--- config.mk ---
export PLATFORM = sky130hd
export DESIGN_NAME = dac_host_ctrl
export DESIGN_NICKNAME = d
export VERILOG_FILES = /design/src/rtl/dac_host_pkg.sv /design/src/rtl/dac_host_word.sv /design/src/rtl/dac_host_pace.sv /design/src/rtl/dac_host_shift.sv /design/src/rtl/dac_host_ctrl.sv
export SDC_FILE = /design/constraint.sdc
export NUM_CORES = 1
export LEC_CHECK = 0
export CORE_MARGIN = 2
export CORE_UTILIZATION = 55
export CTS_BUF_LIST = sky130_fd_sc_hd__clkbuf_4 sky130_fd_sc_hd__clkbuf_8 sky130_fd_sc_hd__clkbuf_16
export DETAILED_ROUTE_END_ITERATION = 8
export DONT_BUFFER_PORTS = 1
export PLACE_DENSITY = 0.74
export SLEW_MARGIN = 40
export SYNTH_ARGS = -nofsm -noshare
export SYNTH_HDL_FRONTEND = slang
export SYNTH_HIERARCHICAL = 1
export SYNTH_SLANG_ARGS = --single-unit
--- constraint.sdc ---
create_clock -name clk -period 4.6 [get_ports clk]
set_input_delay 0.92 -clock clk [delete_from_list [all_inputs] [get_ports clk]]
set_output_delay 0.92 -clock clk [all_outputs]
set_load 0.03 [all_outputs]
--- src/rtl/dac_host_pkg.sv ---
package dac_host_pkg;

    localparam int SEL_W      = 2;
    localparam int CODE_W     = 8;
    localparam int WORD_BITS  = SEL_W + 1 + CODE_W;
    localparam int BYTE_FRAME = 16;

    // converter limits in nanoseconds
    localparam int HALF_NS = 500;
    localparam int GAP_NS  = 50;
    localparam int LOAD_NS = 250;
    localparam int LDAC_NS = 250;

    typedef enum logic [2:0] {
        ST_IDLE,
        ST_BIT_HI,
        ST_BIT_LO,
        ST_GAP_LOAD,
        ST_LOAD_LO,
        ST_GAP_LDAC,
        ST_LDAC_LO,
        ST_DONE
    } seq_state_e;

    typedef struct packed {
        seq_state_e state;
        logic       sclk;
        logic       load;
        logic       ldac;
        logic       commit;
    } seq_regs_t;

    function automatic int ceil_div(input int num, input int den);
        return (num + den - 1) / den;
    endfunction

    function automatic int imax(input int a, input int b);
        return (a > b) ? a : b;
    endfunction

endpackage

--- src/rtl/dac_host_word.sv ---
module dac_host_word
    import dac_host_pkg::*;
#(
    parameter int NBITS = WORD_BITS
) (
    input  logic [SEL_W-1:0]  chan,
    input  logic              rng,
    input  logic [CODE_W-1:0] code,
    output logic [NBITS-1:0]  frame
);

    logic [WORD_BITS-1:0] word;

    // selector first, then range, then code MSB down
    assign word = {chan, rng, code};

    generate
        if (NBITS > WORD_BITS) begin : g_padded
            assign frame = {{(NBITS - WORD_BITS){1'b0}}, word};
        end else begin : g_bare
            assign frame = word;
        end
    endgenerate

endmodule

--- src/rtl/dac_host_pace.sv ---
module dac_host_pace #(
    parameter int CNT_W = 16
) (
    input  logic             clk,
    input  logic             rst_n,
    input  logic             start,
    input  logic [CNT_W-1:0] len,
    output logic             expire
);

    logic [CNT_W-1:0] cnt_d, cnt_q;

    always_comb begin
        cnt_d = cnt_q;
        if (start) begin
            cnt_d = len - 1'b1;
        end else if (cnt_q != '0) begin
            cnt_d = cnt_q - 1'b1;
        end
    end

    always_ff @(posedge clk or negedge rst_n) begin
        if (!rst_n) begin
            cnt_q <= '0;
        end else begin
            cnt_q <= cnt_d;
        end
    end

    assign expire = (cnt_q == '0);

endmodule

--- src/rtl/dac_host_shift.sv ---
module dac_host_shift #(
    parameter int NBITS = 11
) (
    input  logic             clk,
    input  logic             rst_n,
    input  logic             load,
    input  logic             shift,
    input  logic [NBITS-1:0] frame,
    output logic             bit_out,
    output logic             last
);

    localparam int LW = $clog2(NBITS + 1);

    logic [NBITS-1:0] sh_d, sh_q;
    logic [LW-1:0]    left_d, left_q;

    always_comb begin
        sh_d   = sh_q;
        left_d = left_q;
        if (load) begin
            sh_d   = frame;
            left_d = LW'(NBITS);
        end else if (shift) begin
            sh_d   = {sh_q[NBITS-2:0], 1'b0};
            left_d = left_q - 1'b1;
        end
    end

    always_ff @(posedge clk or negedge rst_n) begin
        if (!rst_n) begin
            sh_q   <= '0;
            left_q <= '0;
        end else begin
            sh_q   <= sh_d;
            left_q <= left_d;
        end
    end

    assign bit_out = sh_q[NBITS-1];
    assign last    = (left_q == LW'(1));

endmodule

--- src/rtl/dac_host_ctrl.sv ---
module dac_host_ctrl
    import dac_host_pkg::*;
#(
    parameter int SYS_NS    = 8,
    parameter int HALF_CYC  = 63,
    parameter int GAP_CYC   = 7,
    parameter int LOAD_CYC  = 32,
    parameter int LDAC_CYC  = 32,
    parameter int PAD_BYTES = 0,
    parameter int CNT_W     = 16
) (
    input  logic              clk,
    input  logic              rst_n,
    input  logic              req_valid,
    output logic              req_ready,
    input  logic [SEL_W-1:0]  req_chan,
    input  logic              req_range,
    input  logic [CODE_W-1:0] req_code,
    input  logic              req_defer,
    input  logic              req_commit,
    output logic              busy,
    output logic              done,
    output logic              dac_sclk,
    output logic              dac_data,
    output logic              dac_load,
    output logic              dac_ldac
);

    localparam int NBITS    = (PAD_BYTES != 0) ? BYTE_FRAME : WORD_BITS;
    localparam int HALF_EFF = imax(HALF_CYC, ceil_div(HALF_NS, SYS_NS));
    localparam int GAP_EFF  = imax(GAP_CYC,  ceil_div(GAP_NS,  SYS_NS));
    localparam int LOAD_EFF = imax(LOAD_CYC, ceil_div(LOAD_NS, SYS_NS));
    localparam int LDAC_EFF = imax(LDAC_CYC, ceil_div(LDAC_NS, SYS_NS));

    localparam logic [CNT_W-1:0] HALF_LEN = CNT_W'(HALF_EFF);
    localparam logic [CNT_W-1:0] GAP_LEN  = CNT_W'(GAP_EFF);
    localparam logic [CNT_W-1:0] LOAD_LEN = CNT_W'(LOAD_EFF);
    localparam logic [CNT_W-1:0] LDAC_LEN = CNT_W'(LDAC_EFF);

    seq_regs_t        cur_q, nxt_d;
    logic [NBITS-1:0] frame;
    logic             sh_load, sh_shift, bit_out, last_bit;
    logic             pace_start, expire;
    logic [CNT_W-1:0] pace_len;

    dac_host_word #(.NBITS(NBITS)) u_word (
        .chan  (req_chan),
        .rng   (req_range),
        .code  (req_code),
        .frame (frame)
    );

    dac_host_shift #(.NBITS(NBITS)) u_shift (
        .clk     (clk),
        .rst_n   (rst_n),
        .load    (sh_load),
        .shift   (sh_shift),
        .frame   (frame),
        .bit_out (bit_out),
        .last    (last_bit)
    );

    dac_host_pace #(.CNT_W(CNT_W)) u_pace (
        .clk    (clk),
        .rst_n  (rst_n),
        .start  (pace_start),
        .len    (pace_len),
        .expire (expire)
    );

    always_comb begin
        nxt_d      = cur_q;
        sh_load    = 1'b0;
        sh_shift   = 1'b0;
        pace_start = 1'b0;
        pace_len   = HALF_LEN;
        unique case (cur_q.state)
            ST_IDLE: begin
                if (req_valid) begin
                    sh_load      = 1'b1;
                    nxt_d.ldac   = req_defer;
                    nxt_d.commit = req_defer & req_commit;
                    nxt_d.state  = ST_BIT_HI;
                    pace_start   = 1'b1;
                    pace_len     = HALF_LEN;
                end
            end
            ST_BIT_HI: begin
                if (expire) begin
                    nxt_d.sclk  = 1'b0;
                    nxt_d.state = ST_BIT_LO;
                    pace_start  = 1'b1;
                    pace_len    = HALF_LEN;
                end
            end
            ST_BIT_LO: begin
                if (expire) begin
                    nxt_d.sclk = 1'b1;
                    pace_start = 1'b1;
                    if (last_bit) begin
                        nxt_d.state = ST_GAP_LOAD;
                        pace_len    = GAP_LEN;
                    end else begin
                        sh_shift    = 1'b1;
                        nxt_d.state = ST_BIT_HI;
                        pace_len    = HALF_LEN;
                    end
                end
            end
            ST_GAP_LOAD: begin
                if (expire) begin
                    nxt_d.load  = 1'b0;
                    nxt_d.state = ST_LOAD_LO;
                    pace_start  = 1'b1;
                    pace_len    = LOAD_LEN;
                end
            end
            ST_LOAD_LO: begin
                if (expire) begin
                    nxt_d.load = 1'b1;
                    if (cur_q.commit) begin
                        nxt_d.state = ST_GAP_LDAC;
                        pace_start  = 1'b1;
                        pace_len    = GAP_LEN;
                    end else begin
                        nxt_d.state = ST_DONE;
                    end
                end
            end
            ST_GAP_LDAC: begin
                if (expire) begin
                    nxt_d.ldac  = 1'b0;
                    nxt_d.state = ST_LDAC_LO;
                    pace_start  = 1'b1;
                    pace_len    = LDAC_LEN;
                end
            end
            ST_LDAC_LO: begin
                if (expire) begin
                    nxt_d.ldac   = 1'b1;
                    nxt_d.commit = 1'b0;
                    nxt_d.state  = ST_DONE;
                end
            end
            ST_DONE: begin
                nxt_d.state = ST_IDLE;
            end
            default: begin
                nxt_d.state = ST_IDLE;
            end
        endcase
    end

    always_ff @(posedge clk or negedge rst_n) begin
        if (!rst_n) begin
            cur_q.state  <= ST_IDLE;
            cur_q.sclk   <= 1'b1;
            cur_q.load   <= 1'b1;
            cur_q.ldac   <= 1'b0;
            cur_q.commit <= 1'b0;
        end else begin
            cur_q <= nxt_d;
        end
    end

    assign req_ready = (cur_q.state == ST_IDLE);
    assign busy      = (cur_q.state != ST_IDLE);
    assign done      = (cur_q.state == ST_DONE);
    assign dac_sclk  = cur_q.sclk;
    assign dac_load  = cur_q.load;
    assign dac_ldac  = cur_q.ldac;
    assign dac_data  = bit_out;

endmodule

Word level (Yosys, flattened, before mapping)
Index checks and enable logic that the tools add are counted.
{"block": "totals", "ff_bits": 38, "output_inout_bits": 7, "elab_cells": 83}
{"block": "op_classes", "addsub": 3, "n_eq_ne": 15, "n_mux": 39, "bitwise_logic": 1, "reduce_logical": 17}
{"op": "$mux 16", "count": 3}
{"op": "$pmux 16 s3", "count": 1}
{"op": "$sub 16x1->16 const B", "count": 2}
{"op": "$pmux 3 s8", "count": 1}
{"op": "$mux 11", "count": 2}
{"op": "$mux 6", "count": 3}
{"op": "$logic_not 16->1", "count": 1}
{"op": "$mux 4", "count": 4}
{"op": "$reduce_bool 16->1", "count": 1}
{"op": "$mux 3", "count": 5}
{"op": "$ne 2x2->1 const B", "count": 7}
{"op": "$eq 3x3->1 const B", "count": 4}
{"op": "$mux 1", "count": 10}
{"op": "$reduce_bool 2->1", "count": 5}
{"op": "$reduce_and 3->1", "count": 3}
{"op": "$mux 2", "count": 4}
{"op": "$reduce_and 7->1", "count": 1}
{"op": "$eq 3x2->1 const B", "count": 2}
{"op": "$pmux 1 s2", "count": 3}
{"op": "$pmux 1 s3", "count": 2}
{"op": "$reduce_bool 3->1", "count": 2}
{"op": "$mux 5", "count": 1}
{"op": "$eq 4x1->1 const B", "count": 1}
{"op": "$reduce_and 4->1", "count": 1}
{"op": "other kinds (6)", "count": 6}

Longest topological paths before layout
{"block": "depth", "depth_word": 6, "depth_mapped": 15}

Hierarchy
Netlist, hierarchy kept.
{"mod": "dac_host_pace", "instances": 1, "cells_each": 129, "area_per_inst_um2": 1197.4}
{"mod": "dac_host_shift", "instances": 1, "cells_each": 70, "area_per_inst_um2": 758.2}
{"mod": "dac_host_ctrl", "instances": 1, "cells_each": 67, "area_per_inst_um2": 513.0}
{"mod": "dac_host_word", "instances": 1, "cells_each": 11, "area_per_inst_um2": 82.6}

Worst setup path before layout
OpenSTA, ideal clock, no wires.
{"block": "synth_timing", "kind": "reg2reg", "start": "reg u_pace.cnt_q[2]", "end": "reg u_pace.cnt_q[14]", "setup_ns": 0.139, "arrival_ns": 3.754, "slack_ns": 0.706, "path_stages_with_launch": 16, "path_buffers": 3, "cell_sequence": "dfrtp_1 > nor3_1 > nand3_1 > nor2_1 > clkbuf_1 > nand2b_1 > o22ai_1 > buf_2 > buf_2 > mux2i_1 > ha_1 > nor4b_1 > a22oi_1 > a2111oi_4 > xnor2_1 > o22ai_1"}
{"block": "synth_via", "elab_cells_between_ends": 14, "classes_between": "add/sub: 2; mux: 9; reduce/logical: 3"}
{"item": "start: declaration", "line": "dac_host_pace.sv:11", "rtl": "logic [CNT_W-1:0] cnt_d, cnt_q;"}
{"item": "start signal: assignment", "line": "dac_host_pace.sv:26", "rtl": "cnt_q <= cnt_d;"}
{"item": "$logic_not 16->1 (*)", "line": "dac_host_pace.sv:30", "rtl": "assign expire = (cnt_q == '0);"}
{"item": "net expire", "line": "dac_host_ctrl.sv:43", "rtl": "logic pace_start, expire;"}
{"item": "$mux 1, on equally long branches"}
{"item": "$pmux 1 s3 (*)", "line": "dac_host_ctrl.sv:77", "rtl": "unique case (cur_q.state)"}
{"item": "net pace_start", "line": "dac_host_ctrl.sv:43"}
{"item": "$mux 16 or $reduce_bool 2->1 (tied branches)"}
The timed path passes the listed nets; every way through them passes the cells marked *. The select of a mux whose other input is x is not followed.
A chain may end at the register's enable or synchronous reset.

Worst setup path after layout
Ends and elaborated chain as after synthesis.

==> reports/qor.csv <==
metric,value,unit
Required @ worst endpoint,4740,ps
Port Buffers,0,
Die Footprint,5200,µm²
most frequent CP cell,o22ai_1,
Reg-to-Reg End,u_pace/cnt_q[14],
# Post-CTS Setup Buffers,0,
Final ANT Viol Nets,0,
clock sinks,38,
core area,4410,µm²
RSZ-0062 raised after global routing,false,
mapped cell area,2550,µm²
Post-Place Cells,332,
Post-Layout Cell Count,340,
Post-synth top flop,dfrtp_1,
"Seq/Total Area, Yosys",37.4,%
Yosys reg bits,38,
period utilization,83.0,%
final max-slew violation count,0,
Min-Delay Path Class,in -> async,
Placed Area,2560,µm²
post-synthesis mux area share,5.54,%
post-cts sizing count,0,
post-synth cell types,57,
MaxCap Viol Count,0,
worst rel slew slack,46.9,%
"Avg Cell Area, Syn",9.21,µm²
CTS tree,done,
R2R Path Start,u_pace/cnt_q[2],
TNS Setup,0,ps
ant diodes,0,
post-synthesis compound-gate area fraction,16.1,%
CP peak stage delay,530,ps
synth warn,6,
"Area growth, synth to finish",4.81,%
Die W,72.1,µm
Initial Utilization,57.8,%
PwrDens,404,nW/µm²
Worst-Margin Slew,796,ps
DRT Wirelength,4.67,mm
vias,1840,
largest net degree at the start of global routing,39,
HPWL Detailed,3.30,mm
min Tclk post-route,3820,ps
initial antenna violation count,0,
r2r setup slk,780,ps
post-route design area,2670,µm²
Worst-Skew Late Latency,290,ps
drt drc,0,
Final Core Density,60.6,%
Num CTS Buffers,5,
Fmax,262,MHz
Synth Area in Adders,1.47,%
Cells after Synth,277,
first-pass GRT wire length,8.31,mm
fin nets,306,
die height,72.1,µm
Worst path top cell family by delay,simple AND/OR/NAND/NOR gates,
Clock Tree Buf Depth,2,
cell depth of the worst flop-to-flop path,13,
H-tree depth,2,
"Cell Chain, Critical Path","nor3_1, nand3_1, nor2_1, nand2b_1, o22ai_1, buf_4, mux2i_1, ha_1, nor4b_1, a22oi_1, a2111oi_4, xnor2_1, o22ai_1",
WP buf/inv,1,
worst path arrival time,3960,ps
Worst-path clk slew,80,ps
peak supply drop,0.222,mV
main combinational cell family by area after synthesis,simple AND/OR/NAND/NOR gates,
Wirelength per Cell,13.7,µm
vias per cell,5.41,
CP max stage cell,nor3_1,
"EDFF count, synth",0,
Setup CP Type,reg -> reg,
layout cells sized above 1,9.03,%
vias in the first global route,1787,
Placer Congestion,0.826,
# setup viols final,0,
Pwr Total,1.08,mW
crit-path max FO,21,
"leading cell type in the layout, fill and taps excluded",dfrtp_1,
skew final,6.74,ps
Simple-Gate Fraction of Synth Area,21.5,%
num ports,23,
Startpoint Class,flip-flop,
# hold bufs at CTS,0,
Congestion Overflow GR,0,
cell leakage power,0.996,nW
status,finished clean,
Total GRT Usage,20.2,%
crit end category,flip-flop,
std cell rows,24,
drt pass-1 iters,4,
xor/xnor share of the synthesized area,9.27,%
root buffer cell,clkbuf_8,
DRT iter0 DRCs,139,
Post-synth ARST share,100,%
Hold Fails Final Rpt,0,
most frequent cells in the layout,"dfrtp_1, conb_1, nand2_1",
how the worst max path moves through the flow:
| stage | slack, ps | endpoint | from | depth (start not counted) |
|---|---|---|---|---|
| 2_1_floorplan | 710 | u_pace/cnt_q[14] | u_pace/cnt_q[2] | 15 |
| 3_3_place_gp | 920 | u_pace/cnt_q[12] | u_pace/cnt_q[2] | 13 |
| 3_5_place_dp | 780 | u_pace/cnt_q[14] | u_pace/cnt_q[2] | 13 |
| 4_1_cts | 780 | u_pace/cnt_q[14] | u_pace/cnt_q[2] | 13 |
| 5_1_grt | 380 | u_pace/cnt_q[14] | u_pace/cnt_q[2] | 12 |
| 6_report | 780 | u_pace/cnt_q[14] | u_pace/cnt_q[2] | 13 |
worst reg2reg max path: stages, from the launching register on:
cell,delay [ps]
dfrtp_1,420
nor3_1,530
nand3_1,170
nor2_1,310
nand2b_1,120
o22ai_1,260
buf_4,290
mux2i_1,220
ha_1,260
nor4b_1,260
a22oi_1,260
a2111oi_4,320
xnor2_1,160
o22ai_1,90
flip-flops by register name, summed over array words and instances, names as in the netlist:
| signal | count |
|---|---|
| u_shift/left_q | 4 |
| u_pace/cnt_q | 16 |
| u_shift/sh_q | 11 |
| dac_ldac | 1 |
| cur_q | 4 |
| dac_load | 1 |
| dac_sclk | 1 |
cells in the mapped netlist, drive strengths merged, types with 2 or more instances:
library cell	number	share of area, %
clkbuf	4	0.59
nand2b	7	1.7
a22oi	2	0.59
a21oi	16	3.3
or2	2	0.49
or3	3	0.93
o21ai	15	2.9
nand3b	3	0.88
nand2	25	3.7
dfstp	2	2.1
o22ai	16	4.2
mux2i	13	5.1
buf	23	6.7
nor3	12	2.4
xnor2	14	4.8
nor3b	4	1.2
inv	8	1.2
nor2b	4	0.98
or4b	2	0.93
nand3	8	1.6
ha	3	1.5
nor4b	4	1.9
nor4	2	1.1
nor2	16	2.4
xor2	13	4.5
dfrtp	36	35
cell families (layout without fill, tap and decap cells):
logic type | Yosys count | count (layout)
and+or+nand+nor | 97 | 97
AOI/OAI and AO/OA | 61 | 61
DFF | 38 | 38
buffers and inverters | 36 | 20
xor gates and xnor gates | 27 | 27
muxes | 14 | 14
adders and majority gates | 3 | 3
other | 1 | 28
power breakdown:
group / internal [mW] / switching [mW] / total (mW)
Sequential: 0.415 / 0.0989 / 0.514
Clock: 0.161 / 0.123 / 0.284
Combinational: 0.139 / 0.143 / 0.282
Total: 0.715 / 0.365 / 1.08
area by class of cell:
cell class                 count  area (µm²)
fill                         397        1740
multi-input combinational    230        1480
sequential                    38         953
clock buffer                   5        68.8
tap                           52        65.1
clock inverter                 3        45.0
inverter                       9        35.0
timing repair buffer           3        22.5
metal layers:
metal / wire length (µm) / track usage (%) / share of wire (%)
met1: 2290 / 28.4 / 49
met2: 2130 / 31.0 / 46
met3: 190 / 4.86 / 4.1
met4: 63 / 6.50 / 1.3
met5: 0 / 0 / 0
per-stage QoR:
| stage | hold slack, ps | setup WS, ps |
|---|---|---|
| after floorplan | 515 | 706 |
| after global placement | 531 | 925 |
| after detailed placement | 538 | 775 |
| after CTS | 304 | 778 |
| after global routing | 294 | 382 |
| final | 315 | 784 |
No activity file was read; power rests on OpenSTA's default activity.
